**src/rtl/hs_seq_pkg.sv**
```systemverilog
package hs_seq_pkg;
  typedef enum logic [2:0] {
    ST_UNARMED = 3'd0,
    ST_ARMED   = 3'd1,
    ST_HOLD    = 3'd2,
    ST_BUILD   = 3'd3,
    ST_QUAL    = 3'd4,
    ST_TIMER   = 3'd5
  } hs_state_e;
endpackage

```
**src/rtl/hs_lol_edge.sv**
```systemverilog
module hs_lol_edge (
  input  logic clk,
  input  logic rst_n,
  input  logic lol_i,
  output logic rise_o
);
  logic lol_q;

  always_ff @(posedge clk) begin
    if (!rst_n) lol_q <= 1'b0;
    else        lol_q <= lol_i;
  end

  assign rise_o = lol_i & ~lol_q;
endmodule

```
**src/rtl/hs_run_qual.sv**
```systemverilog
module hs_run_qual #(
  parameter int RUN_LEN = 8
) (
  input  logic clk,
  input  logic rst_n,
  input  logic clear_i,
  input  logic valid_i,
  input  logic hit_i,
  output logic done_o
);
  localparam int QW = $clog2(RUN_LEN + 1);
  localparam logic [QW-1:0] LAST = QW'(RUN_LEN - 1);

  logic [QW-1:0] cnt;

  assign done_o = ~clear_i & valid_i & hit_i & (cnt == LAST);

  always_ff @(posedge clk) begin
    if (!rst_n || clear_i) cnt <= '0;
    else if (valid_i) begin
      if (!hit_i || done_o) cnt <= '0;
      else                  cnt <= cnt + 1'b1;
    end
  end

  // a miss wipes the run
  a_r7_miss_clears: assert property (@(posedge clk) disable iff (!rst_n)
    (valid_i && !hit_i) |=> (cnt == '0));

  // idle comparison slots hold the run
  a_r7_idle_holds: assert property (@(posedge clk) disable iff (!rst_n)
    (!clear_i && !valid_i) |=> $stable(cnt));
endmodule

```
**src/rtl/hs_wide_timer.sv**
```systemverilog
module hs_wide_timer #(
  parameter int CYCLES = 18
) (
  input  logic clk,
  input  logic rst_n,
  input  logic run_i,
  output logic expire_o
);
  localparam int TW = $clog2(CYCLES + 1);
  localparam logic [TW-1:0] LAST = TW'(CYCLES - 1);

  logic [TW-1:0] cnt;

  assign expire_o = run_i & (cnt == LAST);

  always_ff @(posedge clk) begin
    if (!rst_n || !run_i || expire_o) cnt <= '0;
    else                              cnt <= cnt + 1'b1;
  end

  // the timer advances by one per running cycle until expiry
  a_r8_timer_steps: assert property (@(posedge clk) disable iff (!rst_n)
    (run_i && !expire_o) |=> (cnt == $past(cnt) + 1'b1));
endmodule

```
**src/rtl/hitless_bw_seq.sv**
```systemverilog
module hitless_bw_seq
  import hs_seq_pkg::*;
#(
  parameter bit PBO_EN      = 1'b1,
  parameter int RUN_LEN     = 8,
  parameter int WIDE_CYCLES = 18
) (
  input  logic clk,
  input  logic rst_n,
  input  logic lol_i,
  input  logic nbw_pin_i,
  input  logic cmp_valid_i,
  input  logic cmp_hit_i,
  input  logic pbo_done_i,
  output logic pd_en_o,
  output logic nbw_override_o,
  output logic loop_narrow_o,
  output logic pbo_req_o
);
  hs_state_e st, st_nx;
  logic lol_rise, qual_done, timer_exp;

  hs_lol_edge u_edge (
    .clk    (clk),
    .rst_n  (rst_n),
    .lol_i  (lol_i),
    .rise_o (lol_rise)
  );

  hs_run_qual #(.RUN_LEN(RUN_LEN)) u_qual (
    .clk     (clk),
    .rst_n   (rst_n),
    .clear_i (st != ST_QUAL),
    .valid_i (cmp_valid_i),
    .hit_i   (cmp_hit_i),
    .done_o  (qual_done)
  );

  hs_wide_timer #(.CYCLES(WIDE_CYCLES)) u_timer (
    .clk      (clk),
    .rst_n    (rst_n),
    .run_i    (st == ST_TIMER),
    .expire_o (timer_exp)
  );

  // State after the detector-off cycle depends on the build-out option
  localparam hs_state_e ST_AFTER_HOLD = PBO_EN ? ST_BUILD : ST_QUAL;

  always_comb begin
    st_nx = st;
    unique case (st)
      ST_UNARMED: if (!lol_i)     st_nx = ST_ARMED;
      ST_ARMED:   if (lol_rise)   st_nx = ST_HOLD;
      ST_HOLD:                    st_nx = ST_AFTER_HOLD;
      ST_BUILD:   if (pbo_done_i) st_nx = ST_QUAL;
      ST_QUAL:    if (qual_done)  st_nx = ST_TIMER;
      ST_TIMER:   if (timer_exp)  st_nx = ST_ARMED;
      default:                    st_nx = ST_UNARMED;
    endcase
  end

  always_ff @(posedge clk) begin
    if (!rst_n) st <= ST_UNARMED;
    else        st <= st_nx;
  end

  assign pd_en_o        = (st != ST_HOLD) && (st != ST_BUILD);
  assign nbw_override_o = (st == ST_HOLD) || (st == ST_BUILD) ||
                          (st == ST_QUAL) || (st == ST_TIMER);
  assign pbo_req_o      = (st == ST_BUILD);
  assign loop_narrow_o  = nbw_pin_i | nbw_override_o;

  // an armed loss-of-lock rise gates the detector and forces narrow
  a_r3_trigger: assert property (@(posedge clk) disable iff (!rst_n)
    (st == ST_ARMED && lol_rise) |=> (!pd_en_o && nbw_override_o));

  // nothing is forced while unarmed
  a_r2_unarmed_quiet: assert property (@(posedge clk) disable iff (!rst_n)
    (st == ST_UNARMED) |=> !nbw_override_o);

  // the build-out request holds until done
  a_r5_req_holds: assert property (@(posedge clk) disable iff (!rst_n)
    (pbo_req_o && !pbo_done_i) |=> (pbo_req_o && !pd_en_o));

  // done brings the detector back
  a_r6_pd_back: assert property (@(posedge clk) disable iff (!rst_n)
    (pbo_req_o && pbo_done_i) |=> (pd_en_o && !pbo_req_o));

  // no restart once the detector is back in a running sequence
  a_r10_no_restart: assert property (@(posedge clk) disable iff (!rst_n)
    (nbw_override_o && pd_en_o) |=> !pbo_req_o);
endmodule

```
**config.mk**
```make
export PLATFORM = sky130hd
export DESIGN_NAME = hitless_bw_seq
export DESIGN_NICKNAME = d
export VERILOG_FILES = /design/src/rtl/hs_seq_pkg.sv /design/src/rtl/hs_lol_edge.sv /design/src/rtl/hs_run_qual.sv /design/src/rtl/hs_wide_timer.sv /design/src/rtl/hitless_bw_seq.sv
export SDC_FILE = /design/constraint.sdc
export NUM_CORES = 1
export LEC_CHECK = 0
export ABC_AREA = 1
export BUFFER_PORTS_ARGS = -buffer_cell sky130_fd_sc_hd__buf_2
export CORE_MARGIN = 2
export CORE_UTILIZATION = 35
export CTS_CLUSTER_DIAMETER = 40
export DETAILED_ROUTE_END_ITERATION = 12
export SLEW_MARGIN = 20
export SYNTH_ARGS = -nofsm -noshare
export SYNTH_HDL_FRONTEND = slang
export SYNTH_SLANG_ARGS = --single-unit
```
**constraint.sdc**
```tcl
create_clock -name clk -period 2.1 [get_ports clk]
set_input_delay 0.42 -clock clk [delete_from_list [all_inputs] [get_ports clk]]
set_output_delay 0.42 -clock clk [all_outputs]
set_load 0.01 [all_outputs]
```
==> out/qor.csv <==
metric,value,unit
path_cells,"inv_2, ha_1, inv_1, or2_2, buf_2",
critPathKind,flip-flop to primary output,
htree_levels,1,
diodes,0,
cp_data_required_time,1.68,ns
final_common_cell,nand2_1,
finalHoldViolCount,0,
path_clk_slew,0.09,ns
drt_first_pass_iters,4,
min_period,1.97,ns
hold_depth,3,
drv_cap,0,
layout-drive-gt1-share,26.5,%
boundaryPins,11,
drt-met1-wl,609,um
cts_tree,done,
hold_start,lol_i,
fin_hold_ws,0.343,ns
start_kind,flip-flop,
row_count,16,
yosys.area.top_type_share,34.5,%
cp.arrival,1.55,ns
fmax,507,MHz
place_hpwl,1.04,mm
period_share,93.9,%
min_to,u_edge.lol_q$_SDFF_PN0_,
area_delta_synth_final,13.8,%
grt_util_all_layers,12.9,%
ys_top_cells_by_area,"dfxtp_1 (34%), nand2_1 (11%), ha_1 (8.3%)",
drt_wl_total,1.31,mm
post_synth.cell_area_avg,7.25,sq um
cts_buffers,3,
crit_slowest_cell,dfxtp_1,
setup_violations,0,
synthDistinctLibCells,20,
clock-sinks,13,
p_total,901,uW
synthesis.area,754,sq um
p_leak,0.000419,uW
slew_viol_final,0,
yosysSeqAreaShare,34.5,%
routed.top_layer,met4,
ant_nets,0,
core_area,2000,sq um
r2r-start,u_qual.cnt[0]$_SDFFE_PP0P_,
synth-edff-count,0,
worstReg2RegEnd,u_qual.cnt[2]$_SDFFE_PP0P_,
clockRootBuffer,clkbuf_4,
rr_worst_depth,6,
wl_met2,590,um
peakVddDrop,0.557,mV
grt_pass1_wl,2.46,mm
power.density,1050,nW/um^2
synth_flop_cell,dfxtp_1,
grt_antenna_before_repair,0,
vias_per_cell,4.47,
clk_latency,0.29,ns
initial_core_util,37.7,%
setup-tns-final,0,ns
die_area,2540,sq um
wl_met3,89,um
place_ws,0.444,ns
slowest_delay,0.45,ns
die_w,50.4,um
drtIter0Drc,16,
nNetsFinal,130,
grt_max_degree,9,
path_buf_inv,3,
syn_nets,116,
final.setup_skew,0.00738,ns
tightest_slew,0.225,ns
cts_setup_buffers,0,
ys_ff_latch,13,
async_flop_share,0,%
crit_family,flip-flops,
slew_headroom,85.0,%
yosys.area.top_type,dfxtp_1,
vias,643,
cts_hold_buf,0,
ctsLongestPathBuffers,2,
place_congestion,0.792,
dieHeight,50.4,um
drcViolationCount,0,
grt_overflow_total,0,
portBuffers,10,
layout_common_cells,"nand2_1 (22), nor2_1 (15), inv_1 (13), dfxtp_1 (13), buf_2 (10)",
worstSetupEndpointType,primary output,
setup_slack,0.129,ns
rsz0062_at_grt,no,
postCtsResizedCells,0,
cp_max_fo,6,
outcome,"complete, no violations",
worst_hold_path_type,input pin to flip-flop,
postSynthCellCount,104,
avgRoutedWirePerCell,9.08,um
grt_pass1_vias,604,
reg2reg_slack,0.83,ns
ys_warn_count,0,
Yosys cell counts (all sizes together) (2+ instances only):
| master | n |
|---|---|
| dfxtp | 13 |
| ha | 5 |
| inv | 18 |
| nand2 | 25 |
| nand3 | 5 |
| nand4 | 4 |
| nor2 | 20 |
| o21ai | 3 |
| xnor2 | 2 |
| xor2 | 4 |
sequential cells by signal, summed over array words and instances, names as in the netlist:
signal	cells
st	3
u_edge.lol_q	1
u_qual.cnt	4
u_timer.cnt	5
where the power goes:
group	total [uW]	internal, uW	switching [uW]
clock	158	70.8	87.5
combinational	425	162	263
sequential	318	277	40.8
kinds of logic (layout without fill, tap and decap cells):
kind of cell               Yosys count  after routing  synth area share [%]
and+or+nand+nor                     56             56                  34.5
buffers and inverters               19             32                  9.95
DFF                                 13             13                  34.5
xor gates and xnor gates             6              6                  6.97
adders and majority gates            5              5                  8.29
AOI/OAI and AO/OA                    4              4                  4.48
muxes                                1              1                  1.33
worst register-to-register path, stage by stage (launching register included):
cell,delay (ns)
dfxtp_1,0.37
ha_1,0.20
nand3_2,0.11
nor3_1,0.19
o21ai_0,0.10
nand2_1,0.14
nor2_1,0.06
layer usage:
layer,vias up,global-route usage [%]
li1,344,-
met1,283,15.2
met2,14,21.3
met3,2,5.36
met4,0,4.05
met5,-,0
how the worst max path moves through the flow:
stage	startpoint	endpoint	cells after the start
final	st[2]$_SDFFE_PN0P_	loop_narrow_o	5
after global routing	st[2]$_SDFFE_PN0P_	loop_narrow_o	5
after CTS	st[2]$_SDFFE_PN0P_	loop_narrow_o	5
after detailed placement	st[2]$_SDFFE_PN0P_	loop_narrow_o	5
after global placement	st[2]$_SDFFE_PN0P_	loop_narrow_o	5
after floorplan	st[2]$_SDFFE_PN0P_	loop_narrow_o	4
stage by stage:
stage               util (%)  std cells  cell area [sq um]
floorplan                  -        104                754
global placement        41.5        140                831
detailed placement      41.5        140                831
CTS                     42.9        144                858
global route            42.9        144                858
finish                  42.9        144                858
final cells by class:
class	instances	area [sq um]
fill	203	1140
sequential	13	260
clock buffer	3	22.5
clock inverter	1	5.00
timing repair buffer	10	50.0
tap	27	33.8
multi-input combinational	72	419
inverter	18	67.6
No activity file was read; power rests on OpenSTA's default activity.
